### src/rtl/bpic_pkg.sv
package bpic_pkg;

  localparam int PRIO_W   = 5;
  localparam int CFG_W    = PRIO_W + 2;
  localparam int OFS_MASK = 'h00;
  localparam int OFS_PEND = 'h04;
  localparam int OFS_CTRL = 'h08;
  localparam int OFS_STAT = 'h0C;
  localparam int OFS_TEST = 'h10;
  localparam int OFS_CFG  = 'h80;

  // bit 0 routing, bit 1 sense, bits 6:2 priority
  typedef struct packed {
    logic [PRIO_W-1:0] prio;
    logic              edge_sense;
    logic              to_fiq;
  } line_cfg_t;

  typedef enum logic [1:0] {GS_IDLE, GS_HOLD, GS_GAP} gate_st_e;

  function automatic line_cfg_t cfg_from_word(logic [CFG_W-1:0] w, bit fiq_ok);
    line_cfg_t c;
    c.prio       = w[CFG_W-1:2];
    c.edge_sense = w[1];
    c.to_fiq     = fiq_ok ? w[0] : 1'b0;
    return c;
  endfunction

  function automatic logic prio_wins(logic [PRIO_W-1:0] cand, logic [PRIO_W-1:0] best,
                                     logic have_best);
    return !have_best || (cand < best);
  endfunction

endpackage

### src/rtl/bpic_regs.sv
module bpic_regs
  import bpic_pkg::*;
#(
  parameter int N_LINES = 32,
  parameter int ADDR_W  = 8,
  parameter int DATA_W  = 32,
  parameter bit FIQ_OK  = 1'b1,
  localparam int IDX_W  = $clog2(N_LINES)
) (
  input  logic                  clk,
  input  logic                  rst_n,
  input  logic                  bus_wr,
  input  logic [ADDR_W-1:0]     bus_addr,
  input  logic [DATA_W-1:0]     bus_wdata,
  input  logic [N_LINES-1:0]    pend,
  input  logic [DATA_W-1:0]     stat_word,
  output logic [DATA_W-1:0]     bus_rdata,
  output logic [N_LINES-1:0]    mask_q,
  output logic [N_LINES-1:0]    test_q,
  output line_cfg_t             cfg_q [N_LINES],
  output logic                  ack_irq,
  output logic                  ack_fiq
);

  logic [ADDR_W-1:0] cfg_off;
  logic              cfg_hit;
  logic [IDX_W-1:0]  cfg_idx;
  logic              wr_mask, wr_test, wr_ctrl;

  assign cfg_off = bus_addr - ADDR_W'(OFS_CFG);
  assign cfg_hit = (bus_addr >= ADDR_W'(OFS_CFG)) && (cfg_off[1:0] == 2'b00) &&
                   ((cfg_off >> 2) < ADDR_W'(N_LINES));
  assign cfg_idx = cfg_off[IDX_W+1:2];

  assign wr_mask = bus_wr && (bus_addr == ADDR_W'(OFS_MASK));
  assign wr_test = bus_wr && (bus_addr == ADDR_W'(OFS_TEST));
  assign wr_ctrl = bus_wr && (bus_addr == ADDR_W'(OFS_CTRL));
  assign ack_irq = wr_ctrl && bus_wdata[0];
  assign ack_fiq = wr_ctrl && bus_wdata[1];

  always_ff @(posedge clk or negedge rst_n) begin
    if (!rst_n) begin
      mask_q <= '1;
      test_q <= '0;
    end else begin
      if (wr_mask) mask_q <= bus_wdata[N_LINES-1:0];
      if (wr_test) test_q <= bus_wdata[N_LINES-1:0];
    end
  end

  for (genvar i = 0; i < N_LINES; i++) begin : g_cfg
    always_ff @(posedge clk or negedge rst_n) begin
      if (!rst_n) begin
        cfg_q[i] <= '0;
      end else if (bus_wr && cfg_hit && (cfg_idx == IDX_W'(i))) begin
        cfg_q[i] <= cfg_from_word(bus_wdata[CFG_W-1:0], FIQ_OK);
      end
    end
  end

  always_comb begin
    bus_rdata = '0;
    if (cfg_hit) begin
      bus_rdata = DATA_W'(cfg_q[cfg_idx]);
    end else begin
      case (int'(bus_addr))
        OFS_MASK: bus_rdata = DATA_W'(mask_q);
        OFS_PEND: bus_rdata = DATA_W'(pend);
        OFS_STAT: bus_rdata = stat_word;
        OFS_TEST: bus_rdata = DATA_W'(test_q);
        default:  bus_rdata = '0;
      endcase
    end
  end

endmodule

### src/rtl/bpic_sense.sv
module bpic_sense #(
  parameter int N_LINES = 32
) (
  input  logic               clk,
  input  logic               rst_n,
  input  logic [N_LINES-1:0] raw,
  input  logic [N_LINES-1:0] edge_sel,
  input  logic [N_LINES-1:0] clr,
  output logic [N_LINES-1:0] rise_det,
  output logic [N_LINES-1:0] pend
);

  logic [N_LINES-1:0] raw_q;
  logic [N_LINES-1:0] edge_lat;

  assign rise_det = raw & ~raw_q;
  assign pend     = (edge_sel & edge_lat) | (~edge_sel & raw);

  always_ff @(posedge clk or negedge rst_n) begin
    if (!rst_n) begin
      raw_q    <= '0;
      edge_lat <= '0;
    end else begin
      raw_q    <= raw;
      // a fresh rising edge outweighs a clear in the same cycle
      edge_lat <= edge_sel & (rise_det | (edge_lat & ~clr));
    end
  end

endmodule

### src/rtl/bpic_arb.sv
module bpic_arb
  import bpic_pkg::*;
#(
  parameter int N_LINES = 32,
  localparam int IDX_W  = $clog2(N_LINES)
) (
  input  logic [N_LINES-1:0]            cand,
  input  logic [N_LINES-1:0][PRIO_W-1:0] prio,
  output logic                          win_any,
  output logic [IDX_W-1:0]              win_idx
);

  logic [PRIO_W-1:0] best_p;

  // ascending scan with strict compare: equal priority keeps the lower index
  always_comb begin
    win_any = 1'b0;
    win_idx = '0;
    best_p  = '1;
    for (int i = 0; i < N_LINES; i++) begin
      if (cand[i] && prio_wins(prio[i], best_p, win_any)) begin
        win_any = 1'b1;
        win_idx = IDX_W'(i);
        best_p  = prio[i];
      end
    end
  end

endmodule

### src/rtl/bpic_gate.sv
module bpic_gate
  import bpic_pkg::*;
#(
  parameter int IDX_W = 5
) (
  input  logic             clk,
  input  logic             rst_n,
  input  logic             win_any,
  input  logic [IDX_W-1:0] win_idx,
  input  logic             ack,
  output logic             req_out,
  output logic [IDX_W-1:0] cur,
  output logic             take
);

  gate_st_e st;

  assign req_out = (st == GS_HOLD);
  assign take    = ack && (st == GS_HOLD);

  always_ff @(posedge clk or negedge rst_n) begin
    if (!rst_n) begin
      st  <= GS_IDLE;
      cur <= '0;
    end else begin
      unique case (st)
        GS_IDLE: if (win_any) begin
          st  <= GS_HOLD;
          cur <= win_idx;
        end
        GS_HOLD: if (ack) st <= GS_GAP;
        GS_GAP:  st <= GS_IDLE;
        default: st <= GS_IDLE;
      endcase
    end
  end

endmodule

### src/rtl/bank_prio_intc.sv
module bank_prio_intc
  import bpic_pkg::*;
#(
  parameter int N_LINES = 32,
  parameter int ADDR_W  = 8,
  parameter int DATA_W  = 32,
  parameter bit FIQ_OK  = 1'b1,
  localparam int IDX_W  = $clog2(N_LINES)
) (
  input  logic               clk,
  input  logic               rst_n,
  input  logic [N_LINES-1:0] line_in,
  input  logic               bus_wr,
  input  logic [ADDR_W-1:0]  bus_addr,
  input  logic [DATA_W-1:0]  bus_wdata,
  output logic [DATA_W-1:0]  bus_rdata,
  output logic               irq_out,
  output logic               fiq_out
);

  logic [N_LINES-1:0]             mask_q, test_q, pend, rise_det, active;
  logic [N_LINES-1:0]             edge_sel, fiq_sel, clr;
  logic [N_LINES-1:0][PRIO_W-1:0] prio_v;
  line_cfg_t                      cfg_q [N_LINES];
  logic                           ack_irq, ack_fiq;
  logic                           irq_any, fiq_any, irq_take, fiq_take;
  logic [IDX_W-1:0]               irq_win, fiq_win, cur_irq, cur_fiq;
  logic [DATA_W-1:0]              stat_word;

  for (genvar i = 0; i < N_LINES; i++) begin : g_unpack
    assign edge_sel[i] = cfg_q[i].edge_sense;
    assign fiq_sel[i]  = cfg_q[i].to_fiq;
    assign prio_v[i]   = cfg_q[i].prio;
  end

  assign active = pend & ~mask_q;
  assign clr    = (irq_take ? (N_LINES'(1) << cur_irq) : '0) |
                  (fiq_take ? (N_LINES'(1) << cur_fiq) : '0);

  always_comb begin
    stat_word              = '0;
    stat_word[IDX_W-1:0]   = cur_irq;
    stat_word[7]           = irq_out;
    stat_word[8+:IDX_W]    = cur_fiq;
    stat_word[15]          = fiq_out;
  end

  bpic_regs #(.N_LINES(N_LINES), .ADDR_W(ADDR_W), .DATA_W(DATA_W), .FIQ_OK(FIQ_OK)) regs_i (
    .clk(clk), .rst_n(rst_n), .bus_wr(bus_wr), .bus_addr(bus_addr), .bus_wdata(bus_wdata),
    .pend(pend), .stat_word(stat_word), .bus_rdata(bus_rdata), .mask_q(mask_q),
    .test_q(test_q), .cfg_q(cfg_q), .ack_irq(ack_irq), .ack_fiq(ack_fiq)
  );

  bpic_sense #(.N_LINES(N_LINES)) sense_i (
    .clk(clk), .rst_n(rst_n), .raw(line_in | test_q), .edge_sel(edge_sel),
    .clr(clr), .rise_det(rise_det), .pend(pend)
  );

  bpic_arb #(.N_LINES(N_LINES)) irq_arb_i (
    .cand(active & ~fiq_sel), .prio(prio_v), .win_any(irq_any), .win_idx(irq_win)
  );

  bpic_gate #(.IDX_W(IDX_W)) irq_gate_i (
    .clk(clk), .rst_n(rst_n), .win_any(irq_any), .win_idx(irq_win), .ack(ack_irq),
    .req_out(irq_out), .cur(cur_irq), .take(irq_take)
  );

  if (FIQ_OK) begin : g_fiq
    bpic_arb #(.N_LINES(N_LINES)) fiq_arb_i (
      .cand(active & fiq_sel), .prio(prio_v), .win_any(fiq_any), .win_idx(fiq_win)
    );
    bpic_gate #(.IDX_W(IDX_W)) fiq_gate_i (
      .clk(clk), .rst_n(rst_n), .win_any(fiq_any), .win_idx(fiq_win), .ack(ack_fiq),
      .req_out(fiq_out), .cur(cur_fiq), .take(fiq_take)
    );
  end else begin : g_nofiq
    assign fiq_any  = 1'b0;
    assign fiq_win  = '0;
    assign fiq_out  = 1'b0;
    assign cur_fiq  = '0;
    assign fiq_take = 1'b0;
  end

endmodule

### config.mk
export PLATFORM = sky130hd
export DESIGN_NAME = bank_prio_intc
export DESIGN_NICKNAME = d
export VERILOG_FILES = /design/src/rtl/bpic_pkg.sv /design/src/rtl/bpic_regs.sv /design/src/rtl/bpic_sense.sv /design/src/rtl/bpic_arb.sv /design/src/rtl/bpic_gate.sv /design/src/rtl/bank_prio_intc.sv
export SDC_FILE = /design/constraint.sdc
export NUM_CORES = 2
export LEC_CHECK = 0
export ABC_AREA = 0
export BUFFER_PORTS_ARGS = -buffer_cell sky130_fd_sc_hd__clkbuf_2
export CAP_MARGIN = 20
export CORE_ASPECT_RATIO = 0.7
export CORE_MARGIN = 2
export CORE_UTILIZATION = 45
export DETAILED_ROUTE_END_ITERATION = 8
export RECOVER_POWER = 100
export REMOVE_ABC_BUFFERS = 1
export SETUP_SLACK_MARGIN = 0.3
export SLEW_MARGIN = 20
export SYNTH_ARGS = -nofsm -noshare
export SYNTH_HDL_FRONTEND = slang
export SYNTH_SLANG_ARGS = --single-unit
### constraint.sdc
create_clock -name clk -period 91.5 [get_ports clk]
set_input_delay 13.725 -clock clk [delete_from_list [all_inputs] [get_ports clk]]
set_output_delay 13.725 -clock clk [all_outputs]
set_load 0.1 [all_outputs]
==> impl_metrics.env <==
export IMPL_status="finished, violations left"
export IMPL_violations="capacitance limit, slew limit"
export IMPL_design_die_area_um2=76200
export IMPL_r2r_slack_ns=32.81
export IMPL_grt_ovfl_total=0
export IMPL_cts_hold_buf=0
export IMPL_cts_sinks=366
export IMPL_ys_flop_type="dfrtp_1"
export IMPL_tns_ns=0
export IMPL_place_hpwl_mm=94.9
export IMPL_ys_seq_elements=366
export IMPL_wirelength_mm=122
export IMPL_root_buffer="clkbuf_16"
export IMPL_post_cts_resized=0
export IMPL_period_minus_slack_ns=71.38
export IMPL_cpPeakStageDelay_ns=1.43
export IMPL_r2r_start="regs_i.cfg_q[218]"
export IMPL_synth_edf_count=0
export IMPL_skew_ns=0.0428
export IMPL_holdWs_ns=0.520
export IMPL_async_reset_ff_share_pct=100
export IMPL_cap_violations=13
export IMPL_final_layout_size_suffix_gt1_share_pct=17.7
export IMPL_ys_top_cells_by_area="dfrtp_1 25%, mux2_2 11%, ha_1 5.0%"
export IMPL_post_cts_buffers=0
export IMPL_core_um2=73200
export IMPL_viasPerCell=6.54
export IMPL_cts_tree="yes"
export IMPL_holdPathStages=1
export IMPL_setup_violations=0
export IMPL_ant_nets=0
export IMPL_yosys_top_cells_count="358 x nor2_1, 351 x nand2_1, 334 x dfrtp_1"
export IMPL_leakage_nw=15.5
export IMPL_reg2reg_to="irq_gate_i.cur[4]"
export IMPL_synth_area_um2=33300
export IMPL_synthDistinctLibCells=129
export IMPL_syn_mean_instance_area_um2=8.73
export IMPL_crit_fanout=15
export IMPL_hold_viol=0
export IMPL_busiest_layer="met1"
export IMPL_syn2layout_area_growth_pct=7.36
export IMPL_die_w_um=329
export IMPL_grt_max_degree=156
export IMPL_yosysTopAreaCell="dfrtp_1"
export IMPL_htreeDepth=2
export IMPL_endpoint_kind="flip-flop"
export IMPL_maxSlewHeadroom_pct=-431
export IMPL_ios=109
export IMPL_critPathKind="input pin to flip-flop"
export IMPL_clock_latency_ns=0.60
export IMPL_finalMaxSlewViolations=606
export IMPL_track_usage_pct=31.5
export IMPL_num_rows=83
export IMPL_die_y_um=231
export IMPL_gp_congestion=0.978
export IMPL_vdd_ir_drop_max_mv=0.0540
export IMPL_period_share_pct=78.0
export IMPL_yosysMostFrequentCell="nor2_1"
export IMPL_drc=0
export IMPL_path_clk_slew_ns=0.07
export IMPL_min_from="regs_i.test_q[4]"
export IMPL_drt_iter0_drc=3358
export IMPL_first_global_vias=28400
export IMPL_worstPathArrival_ns=71.81
export IMPL_fin_ws_ns=20.12
export IMPL_met2_usage_pct=40.4
export IMPL_clockBufferDepth=3
export IMPL_power_density_nw_per_um2=38.6
export IMPL_dr_total_vias=31600
export IMPL_num_nets_final=4029
export IMPL_synth_top_cell_area_share_pct=25.1
export IMPL_critPathLaunchType="input pin"
export IMPL_numCtsBuffers=38
export IMPL_tightest_slew_ns=7.97
export IMPL_yosys_warnings=0
export IMPL_grt_first_pass_wirelength_mm=184
export IMPL_grt_use_met3_pct=8.09
export IMPL_start_util_pct=45.4
export IMPL_max_freq_ghz=0.0140
export IMPL_grt_use_met1_pct=51.1
export IMPL_min_path_type="flip-flop to flip-flop"
export IMPL_place_area_um2=34600
export IMPL_ys_seq_area_share_pct=27.7
export IMPL_netlist_instances=3809
export IMPL_rsz0062_at_grt="false"
export IMPL_dr_pass1_iters=6
export IMPL_critPathMostFrequentCell="ha_1"
export IMPL_grt_antenna_before_repair=2
export IMPL_required_ns=91.93
export IMPL_routedWlPerCell_um=25.3
export IMPL_worst_hold_path_endpoint="sense_i.raw_q[4]"
export IMPL_port_buffers=108
export IMPL_final_cell_area_um2=35700
export IMPL_slowest_stage="o31ai_1"
export IMPL_ff2ff_path_depth=240
export IMPL_design_power_total_mw=1.38
export IMPL_place_ws_ns=23.56
export IMPL_num_fill_cells=7043
worst max-delay path: cells and delay by family:
kind	cells	cell delay [ns]
compound gates	111	30.43
fa+ha+maj	32	9.66
buf+inv	20	1.43
mux	16	5.23
simple gates	62	11.28
metrics by stage:
step	util, %	cells
finish	48.8	4830
global route	48.8	4829
CTS	49.1	4827
detailed placement	47.3	4758
global placement	47.3	4758
floorplan	-	3654
report_power, final:
group / internal [mW] / total (mW) / switching [mW]
Sequential: 0.172 / 0.193 / 0.0213
Clock: 0.0960 / 0.169 / 0.0726
Combinational: 0.396 / 1.02 / 0.622
Total: 0.664 / 1.38 / 0.716
cells by family (layout without fill, tap and decap cells):
family / after synthesis / after routing / share of synthesized area [%]
and+or+nand+nor: 1282 / 1282 / 18.6
xor gates and xnor gates: 27 / 27 / 0.711
other: 0 / 2 / 0
DFF: 366 / 366 / 27.7
muxes: 482 / 482 / 18.5
AOI/OAI and AO/OA: 1127 / 1127 / 24.6
adders and majority gates: 152 / 152 / 5.58
buffers and inverters: 373 / 415 / 4.38
cell usage in the layout, fill, tap and decap left out, types with 30 or more instances in the layout:
cell / netlist / routed
clkbuf_1: 115 / 68
o221ai_1: 31 / 31
clkbuf_2: 0 / 57
o21ai_0: 233 / 233
nand2b_1: 43 / 43
a22oi_1: 43 / 43
a31oi_1: 43 / 43
nor2b_1: 44 / 44
o21a_1: 37 / 37
inv_1: 215 / 215
dfrtp_1: 334 / 334
a21o_1: 41 / 41
mux4_2: 70 / 70
a211oi_1: 46 / 46
clkbuf_16: 0 / 38
or2_2: 51 / 49
a221o_1: 30 / 30
and2_1: 71 / 53
mux2i_1: 88 / 88
ha_1: 132 / 132
nand2_1: 351 / 351
mux2_2: 313 / 313
nor2_1: 358 / 358
dfstp_2: 32 / 32
nand3_1: 87 / 87
o31ai_1: 31 / 33
o211ai_1: 46 / 46
nor3_1: 99 / 100
or3_1: 35 / 35
a21oi_1: 195 / 198
state kept, by name, indices dropped and copies added, names as in the netlist:
name and flops:
regs_i.cfg_q 224, sense_i.edge_lat 32, g_fiq.fiq_gate_i.st 2, g_fiq.fiq_gate_i.cur 5, sense_i.raw_q 32, irq_gate_i.st 2, regs_i.mask_q 32, irq_gate_i.cur 5
regs_i.test_q 32
worst max path at each step:
stage	start	endpoint	slack (ns)	cells after the start
CTS	line_in[0]	irq_gate_i.cur[4]	24.00	240
finish	line_in[0]	irq_gate_i.cur[4]	20.12	241
detailed placement	line_in[0]	irq_gate_i.cur[4]	23.56	240
floorplan	line_in[0]	irq_gate_i.cur[3]	31.72	238
global placement	line_in[0]	irq_gate_i.cur[4]	23.30	239
global route	line_in[0]	irq_gate_i.cur[4]	14.93	241
cell type report:
cell class / count / area (µm²) / share of cell area [%]
Inverter: 218 / 818 / 2.29
Sequential cell: 366 / 9200 / 25.8
Tap cell: 977 / 1220 / 3.42
Clock buffer: 55 / 1090 / 3.07
Clock inverter: 14 / 235 / 0.659
Antenna cell: 2 / 5.00 / 0.0140
Timing Repair Buffer: 128 / 594 / 1.66
Multi-Input combinational cell: 3070 / 22500 / 63.1
layer usage:
metal / vias to the layer above / share of wire [%]
met5: - / 0
met4: 0 / 2.1
met3: 146 / 11
met2: 1602 / 38
met1: 15400 / 49
li1: 14400 / -
Power figures use the tool's default switching activity.
